--- src/rtl/iso_rx_pkg.sv ---
package iso_rx_pkg;
   // Register bit positions, as software decodes them
   localparam int CPL_POS   = 1;
   localparam int OVF_POS   = 2;
   localparam int DMA_POS   = 3;
   localparam int NE_POS    = 6;
   localparam int SHORT_POS = 7;

   typedef struct packed {
      logic cpl;
      logic ovf;
      logic dma;
      logic ne;
      logic short_pkt;
   } rx_stat_t;

   function automatic logic [7:0] pack_csr(input rx_stat_t s);
      logic [7:0] v;
      v            = 8'h00;
      v[CPL_POS]   = s.cpl;
      v[OVF_POS]   = s.ovf;
      v[DMA_POS]   = s.dma;
      v[NE_POS]    = s.ne;
      v[SHORT_POS] = s.short_pkt;
      return v;
   endfunction
endpackage

--- src/rtl/iso_rx_buf.sv ---
module iso_rx_buf #(
   parameter int MAX_PKT = 256,
   parameter int AW      = 8,
   parameter int CW      = 9
) (
   input  logic          clk,
   input  logic          rst_n,
   input  logic          wr_en,
   input  logic [AW-1:0] wr_addr,
   input  logic [7:0]    wr_byte,
   input  logic          commit,
   input  logic [CW-1:0] commit_cnt,
   input  logic          release_buf,
   input  logic [AW-1:0] rd_addr,
   output logic [7:0]    rd_byte,
   output logic          held,
   output logic [CW-1:0] cnt,
   output logic          is_short
);
   localparam logic [CW-1:0] MAX_C = CW'(MAX_PKT);

   logic [7:0] mem [MAX_PKT];

   always_ff @(posedge clk) begin
      if (wr_en) mem[wr_addr] <= wr_byte;
   end

   assign rd_byte = mem[rd_addr];

   always_ff @(posedge clk or negedge rst_n) begin
      if (!rst_n) begin
         held     <= 1'b0;
         cnt      <= '0;
         is_short <= 1'b0;
      end else if (commit) begin
         held     <= 1'b1;
         cnt      <= commit_cnt;
         is_short <= (commit_cnt < MAX_C);
      end else if (release_buf) begin
         held     <= 1'b0;
      end
   end

   // a packet is committed only into a buffer that is free or being freed
   assert_commit_free_R4: assert property (@(posedge clk) disable iff (!rst_n)
      commit |-> (!held || release_buf));

   // only a buffer holding a packet can be handed back
   assert_release_held_R8: assert property (@(posedge clk) disable iff (!rst_n)
      release_buf |-> held);
endmodule

--- src/rtl/iso_rx_csr.sv ---
module iso_rx_csr
   import iso_rx_pkg::*;
#(
   parameter int CW         = 9,
   parameter int DMA_THRESH = 32
) (
   input  logic          clk,
   input  logic          rst_n,
   input  logic          csr_wr,
   input  logic [7:0]    csr_wdata,
   input  logic          set_cpl,
   input  logic          set_ovf,
   input  logic          ne,
   input  logic          short_pkt,
   input  logic [CW-1:0] remain,
   input  logic          irq_en,
   output logic [7:0]    csr_rdata,
   output logic          dma_en,
   output logic          rx_irq
);
   localparam logic [CW-1:0] TH_C = CW'(DMA_THRESH);

   logic     cpl_q, ovf_q, dma_q, near_empty;
   rx_stat_t stat;

   always_ff @(posedge clk or negedge rst_n) begin
      if (!rst_n) begin
         cpl_q <= 1'b0;
         ovf_q <= 1'b0;
         dma_q <= 1'b0;
      end else begin
         // a new event wins over a clear in the same cycle
         cpl_q <= set_cpl | (cpl_q & ~(csr_wr & csr_wdata[CPL_POS]));
         ovf_q <= set_ovf | (ovf_q & ~(csr_wr & csr_wdata[OVF_POS]));
         if (csr_wr) dma_q <= csr_wdata[DMA_POS];
      end
   end

   assign near_empty = (remain < TH_C);
   assign rx_irq     = irq_en & (ovf_q | (cpl_q & (~dma_q | near_empty)));
   assign dma_en     = dma_q;

   always_comb begin
      stat.cpl       = cpl_q;
      stat.ovf       = ovf_q;
      stat.dma       = dma_q;
      stat.ne        = ne;
      stat.short_pkt = short_pkt;
      csr_rdata      = pack_csr(stat);
   end

   assert_cpl_set_R2: assert property (@(posedge clk) disable iff (!rst_n)
      set_cpl |=> csr_rdata[CPL_POS]);

   assert_cpl_sticky_R3: assert property (@(posedge clk) disable iff (!rst_n)
      (csr_rdata[CPL_POS] && !(csr_wr && csr_wdata[CPL_POS])) |=> csr_rdata[CPL_POS]);

   assert_ovf_set_R5: assert property (@(posedge clk) disable iff (!rst_n)
      set_ovf |=> (csr_rdata[OVF_POS] && (rx_irq || !irq_en)));
endmodule

--- src/rtl/iso_rx_endpoint.sv ---
module iso_rx_endpoint
   import iso_rx_pkg::*;
#(
   parameter int MAX_PKT    = 256,
   parameter int DMA_THRESH = 32
) (
   input  logic       clk,
   input  logic       rst_n,
   input  logic       in_vld,
   input  logic [7:0] in_byte,
   input  logic       in_eop,
   input  logic       in_good,
   input  logic       rd_en,
   output logic [7:0] rd_data,
   input  logic       csr_wr,
   input  logic [7:0] csr_wdata,
   output logic [7:0] csr_rdata,
   input  logic       irq_en,
   output logic       rx_irq
);
   localparam int AW = (MAX_PKT > 1) ? $clog2(MAX_PKT) : 1;
   localparam int CW = $clog2(MAX_PKT + 1);
   localparam logic [CW-1:0] MAX_C = CW'(MAX_PKT);

   if (MAX_PKT < 1 || MAX_PKT > 4096) begin : g_chk_size
      $error("MAX_PKT out of range");
   end
   if (DMA_THRESH < 1 || DMA_THRESH > MAX_PKT) begin : g_chk_thresh
      $error("DMA_THRESH must lie in 1..MAX_PKT");
   end

   // fill side state
   logic          rx_busy, rx_drop, wr_idx;
   logic [CW-1:0] wr_cnt;
   // drain side state
   logic          act;
   logic [CW-1:0] rd_ptr;
   logic [7:0]    rd_q;

   // per-buffer views
   logic [1:0]    held, b_short, commit_v, release_v;
   logic [7:0]    b_rd  [2];
   logic [CW-1:0] b_cnt [2];

   logic          start, zlp_act, zlp_rel, room, accept, wr_fire;
   logic          pkt_end, commit_any, ovf_hit, rne, rd_take, rd_last, dma_unused;
   logic [CW-1:0] cur_cnt, end_cnt, act_cnt, remain;

   always_comb begin
      act_cnt    = b_cnt[act];
      start      = !rx_busy && (in_vld || in_eop);
      zlp_act    = held[act] && (act_cnt == '0);
      zlp_rel    = start && zlp_act;
      room       = !held[wr_idx] || (zlp_rel && (act == wr_idx));
      accept     = start ? room : (rx_busy && !rx_drop);
      cur_cnt    = start ? '0 : wr_cnt;
      wr_fire    = in_vld && accept && (cur_cnt < MAX_C);
      end_cnt    = cur_cnt + CW'(wr_fire);
      pkt_end    = in_eop && (rx_busy || start);
      commit_any = pkt_end && accept && in_good;
      ovf_hit    = start && !room;
      rne        = held[act] && (rd_ptr < act_cnt);
      rd_take    = rd_en && rne;
      rd_last    = rd_take && ((rd_ptr + CW'(1)) == act_cnt);
      remain     = held[act] ? (act_cnt - rd_ptr) : '0;
   end

   for (genvar g = 0; g < 2; g++) begin : g_buf
      assign commit_v[g]  = commit_any && (wr_idx == 1'(g));
      assign release_v[g] = (rd_last || zlp_rel) && (act == 1'(g));

      iso_rx_buf #(.MAX_PKT(MAX_PKT), .AW(AW), .CW(CW)) u_buf (
         .clk         (clk),
         .rst_n       (rst_n),
         .wr_en       (wr_fire && (wr_idx == 1'(g))),
         .wr_addr     (cur_cnt[AW-1:0]),
         .wr_byte     (in_byte),
         .commit      (commit_v[g]),
         .commit_cnt  (end_cnt),
         .release_buf (release_v[g]),
         .rd_addr     (rd_ptr[AW-1:0]),
         .rd_byte     (b_rd[g]),
         .held        (held[g]),
         .cnt         (b_cnt[g]),
         .is_short    (b_short[g])
      );
   end

   always_ff @(posedge clk or negedge rst_n) begin
      if (!rst_n) begin
         rx_busy <= 1'b0;
         rx_drop <= 1'b0;
         wr_cnt  <= '0;
         wr_idx  <= 1'b0;
      end else begin
         if (pkt_end)    rx_busy <= 1'b0;
         else if (start) rx_busy <= 1'b1;
         if (start)      rx_drop <= !room;
         if (pkt_end)              wr_cnt <= '0;
         else if (start || wr_fire) wr_cnt <= end_cnt;
         if (commit_any) wr_idx <= ~wr_idx;
      end
   end

   always_ff @(posedge clk or negedge rst_n) begin
      if (!rst_n) begin
         act    <= 1'b0;
         rd_ptr <= '0;
         rd_q   <= 8'h00;
      end else begin
         if (rd_last || zlp_rel) act <= ~act;
         if (rd_last)      rd_ptr <= '0;
         else if (rd_take) rd_ptr <= rd_ptr + CW'(1);
         rd_q <= rd_take ? b_rd[act] : 8'h00;
      end
   end

   assign rd_data = rd_q;

   iso_rx_csr #(.CW(CW), .DMA_THRESH(DMA_THRESH)) u_csr (
      .clk       (clk),
      .rst_n     (rst_n),
      .csr_wr    (csr_wr),
      .csr_wdata (csr_wdata),
      .set_cpl   (commit_any),
      .set_ovf   (ovf_hit),
      .ne        (rne),
      .short_pkt (held[act] & b_short[act]),
      .remain    (remain),
      .irq_en    (irq_en),
      .csr_rdata (csr_rdata),
      .dma_en    (dma_unused),
      .rx_irq    (rx_irq)
   );

   // a read with nothing to read yields zero on the next cycle
   assert_empty_read_R12: assert property (@(posedge clk) disable iff (!rst_n)
      (rd_en && !csr_rdata[NE_POS]) |=> (rd_data == 8'h00));

   // with no packet held, read and write sides point at the same buffer
   assert_idle_align_R4: assert property (@(posedge clk) disable iff (!rst_n)
      (held == 2'b00) |-> (act == wr_idx));
endmodule

--- config.mk ---
export PLATFORM = sky130hd
export DESIGN_NAME = iso_rx_endpoint
export DESIGN_NICKNAME = d
export VERILOG_FILES = /design/src/rtl/iso_rx_pkg.sv /design/src/rtl/iso_rx_buf.sv /design/src/rtl/iso_rx_csr.sv /design/src/rtl/iso_rx_endpoint.sv
export SDC_FILE = /design/constraint.sdc
export NUM_CORES = 2
export LEC_CHECK = 0
export CELL_PAD_IN_SITES_DETAIL_PLACEMENT = 0
export CELL_PAD_IN_SITES_GLOBAL_PLACEMENT = 1
export CORE_AREA = 10 10 635 637
export CTS_CLUSTER_SIZE = 30
export DETAILED_ROUTE_END_ITERATION = 12
export DIE_AREA = 0 0 645 647
export DONT_BUFFER_PORTS = 1
export PLACE_DENSITY_LB_ADDON = 0.1
export REMOVE_ABC_BUFFERS = 1
export SLEW_MARGIN = 20
export SYNTH_ARGS = -nofsm -noshare
export SYNTH_HDL_FRONTEND = slang
export SYNTH_SLANG_ARGS = --single-unit
--- constraint.sdc ---
create_clock -name clk -period 3.4 [get_ports clk]
set_input_delay 0.17 -clock clk [delete_from_list [all_inputs] [get_ports clk]]
set_output_delay 0.17 -clock clk [all_outputs]
set_load 0.01 [all_outputs]
==> key figures <==
Outcome
  – Status: finished, violations left
  – Failing checks: hold timing, slew limit, setup timing

Critical path
  – Class of the most critical setup path: reg -> out
  – Critical Path AT: 3.74 ns
  – WP buf/inv: 3
  – CP top delay family: compound AO/OA/AOI/OAI gates
  – Startpoint types: flop
  – Reg2reg end: g_buf[0].u_buf.mem[190][4]$_DFFE_PP_
  – Critical Path RT: 3.23 ns
  – Worst path most repeated cell: buf_4
  – Critical-path cell list: inv_6, ha_1, buf_4, a211o_1, or3b_4, a21boi_4, o32ai_4, a21oi_2, buf_4
  – Slowest CP cell: dfrtp_4
  – Slowest stage delay, CP: 0.64 ns
  – Reg-to-reg slack, setup: -0.45 ns
  – Reg-to-Reg Start: act$_DFFE_PN0N_
  – Crit end category: primary output
  – Worst-path maximum fanout: 10
  – Worst r2r path cells: 15

Hold path
  – HP Start: in_byte[5]
  – Hold WC Path Type: in -> reg
  – Worst Hold Path EP: g_buf[1].u_buf.mem[60][5]$_DFFE_PP_
  – Worst Hold Depth: 0

Place
  – Cell Count Post-Placement: 14608
  – Placer congestion estimate: 0.842
  – HPWL Detailed: 311000 um
  – Number of port buffers: 0

Timing
  – Skew final: 0.0591 ns
  – Final WS setup: -0.512 ns
  – Max Fclk: 256 MHz
  – Final setup vio count: 4127
  – Final Hold Vio Count: 151
  – Setup_tns: -1127.84 ns
  – Fin crit share: 115%
  – RSZ-0062 raised after global routing: true
  – Rel. slew slack: -5.64%
  – Pin slew with the least headroom to its limit: 1.58 ns
  – Fin crit period: 3.91 ns
  – Min Hold Slack: -0.688 ns
  – Final Max Tran Viols: 116

Job
  – Max_cap viols: 0

Yosys
  – Synth area leader: edfxtp_1
  – Post-synth EDFFs: approximately 4100
  – Commonest cells in the synthesized netlist: 4096 x edfxtp_1, 735 x mux2i_1, 701 x mux4_2, 647 x nor2_1, 314 x clkbuf_1
  – Top cells by area, synth: edfxtp_1 75%, mux4_2 9.7%, mux2i_1 4.5%
  – Asr flop ratio synth: 1.32%
  – Yosys cell types: between 80 and 90
  – Predominant post-synthesis flop cell: edfxtp_1
  – Register bit total from synthesis: 4151
  – Avg Cell Area, Syn: ~20 sq um
  – Most common cell in the netlist: edfxtp_1
  – Share of Yosys cell area claimed by the top area cell type: between 70% and 80%
  – Syn. warnings: 0
  – Seq/Total Area, Yosys: about three quarters
  – Mapped Area: approximately 0.16 sq mm
  – Cell count after synthesis: 8361

Pwr
  – Sw Ratio: 29.8%
  – Clock Power Share: 32.8%
  – Sequential power share: 39.3%
  – Combinational power share: between 20% and 30%
  – Int Power: 0.101 W
  – PwrDens: about 720 mW/mm^2
  – Leakage power: around 66 nW
  – Worst ir drop on vdd: between 0.6 and 0.7 mV
  – Sw Pwr: 0.0429 W
  – Power Total: between 0.1 and 0.15 W

Floorplanning
  – Core area: 0.391 sq mm
  – IO Pins: 41
  – Initial Utilization: 41.8%
  – FP Rows: 230
  – Die ar.: 0.417 sq mm
  – Chip height: about 650 um
  – Die X: approximately 650 um

Clock network
  – Inserted Clock Buffers: between 400 and 500
  – Clock Root Buffer: clkbuf_16
  – H-tree depth: 5
  – CTS max path bufs: 4
  – Reg clk slew, reported paths: 0.06 ns
  – Worst-Skew Late Latency: 1.00 ns
  – # clock sinks: ~4200
  – CTS tree: done

Global route
  – Initial antenna violation count: 13
  – Vias in the first global route: 91064
  – All-Layer GR Usage: between 20% and 30%
  – GRT overflow: 0
  – Largest net degree at the start of global routing: 513
  – First-pass GRT wire length: around 720000 um

Drt
  – WL/cell: 33.3 um
  – Via density: between 5 and 6
  – WL final: between 500000 and 600000 um
  – Via count: 90157
  – Post-DRT Antenna Nets: 0
  – Drt drc: 0
  – Drt first-iter violations: 9584
  – First-pass DRT Iterations: 5

Layout
  – Synth-to-layout area growth: 23.0%
  – Fill count: 31658
  – Final Util: 51.4%
  – Non-filler cells, final: 15574
  – Share of layout cells above drive strength 1: 33.3%
  – Final net count: 10000
## area by class of cell
type | count | area [sq um] | share of cell area [%]
sequential | 4151 | 124000 | 62.0
timing repair buffer | 1710 | 17000 | 8.46
antenna | 12 | 30.0 | 0.0150
clock inverter | 263 | 2460 | 1.22
inverter | 19 | 109 | 0.0542
tap | 5220 | 6530 | 3.25
multi-input combinational | 3638 | 38500 | 19.2
clock buffer | 561 | 11700 | 5.85
## cell usage in the layout, fill, tap and decap left out, drive strengths merged, types with 162 or more instances in the layout
| cell type | instances |
|---|---|
| edfxtp | 4096 |
| buf | 1672 |
| mux2i | 735 |
| mux4 | 701 |
| nor2 | 647 |
| clkbuf | 573 |
| a221oi | 239 |
| o21ai | 207 |
| clkinv | 183 |
| nand2 | 162 |
## routing by layer
metal	vias to the layer above	part of all wire, %	routed length, um	GRT usage (%)
met5	-	0	0	0
met4	0	3.0	15700	6.78
met3	667	5.9	30400	3.10
met2	3149	48	251000	39.8
met1	48504	43	221000	33.9
li1	37837	-	-	-
## timing repair
item	in CTS	in global routing
hold buffers	20	10
gates resized for setup	459	307
setup endpoints to repair	2333	4142
setup buffers	60	14
cloned	7	12
pin swaps	60	56
endpoints found under the hold margin	3781	1379
## registers in the layout, indices dropped and copies added (netlist names), 2 cells and up
signal and cells:
g_buf.u_buf.cnt 18, wr_cnt 9, rd_ptr 9, g_buf.u_buf.is_short 2, g_buf.u_buf.held 2, g_buf.u_buf.mem 4096
rd_data 8
## stage by stage
stage | setup WS, ns | instance area, sq um | hold WS, ns
5_1_grt | -0.646 | 201000 | -0.734
3_3_place_gp | -1.07 | 181000 | -0.123
6_report | -0.512 | 201000 | -0.688
2_1_floorplan | -52.54 | 161000 | -0.126
3_5_place_dp | -1.04 | 181000 | -0.123
4_1_cts | -0.646 | 199000 | -0.739
## cell families (layout without fill, tap and decap cells)
group	after synthesis	count (layout)	synth area share, %
DFF	4151	4151	76.2
muxes	1479	1479	14.5
and+or+nand+nor	1118	1118	2.93
AOI/OAI and AO/OA	1007	1007	4.49
buffers and inverters	574	2553	1.74
xor gates and xnor gates	19	19	0.102
adders and majority gates	12	12	0.0920
other	1	15	0.00230
## power groups by stage
stage          logic, W  registers, W  clock network (W)
3_5_place_dp     0.0379        0.0578                  0
6_report         0.0403        0.0567             0.0473
2_1_floorplan    0.0116        0.0585                  0
3_3_place_gp     0.0378        0.0578                  0
5_1_grt          0.0421        0.0566             0.0503
4_1_cts          0.0397        0.0567             0.0483
## worst max path at each step
stage	from	to	slack, ns	cells past startpoint
2_1_floorplan	rd_ptr[0]$_DFFE_PN0P_	rd_ptr[0]$_DFFE_PN0P_	-52.54	7
3_3_place_gp	rd_ptr[0]$_DFFE_PN0P_	rd_data[3]$_DFF_PN0_	-1.07	13
3_5_place_dp	rd_ptr[0]$_DFFE_PN0P_	rd_data[3]$_DFF_PN0_	-1.04	13
4_1_cts	act$_DFFE_PN0N_	rx_irq	-0.65	12
5_1_grt	act$_DFFE_PN0N_	rx_irq	-0.65	12
6_report	rd_ptr[4]$_DFFE_PN0P_	rx_irq	-0.51	9
(Power assumes the default switching activity.)
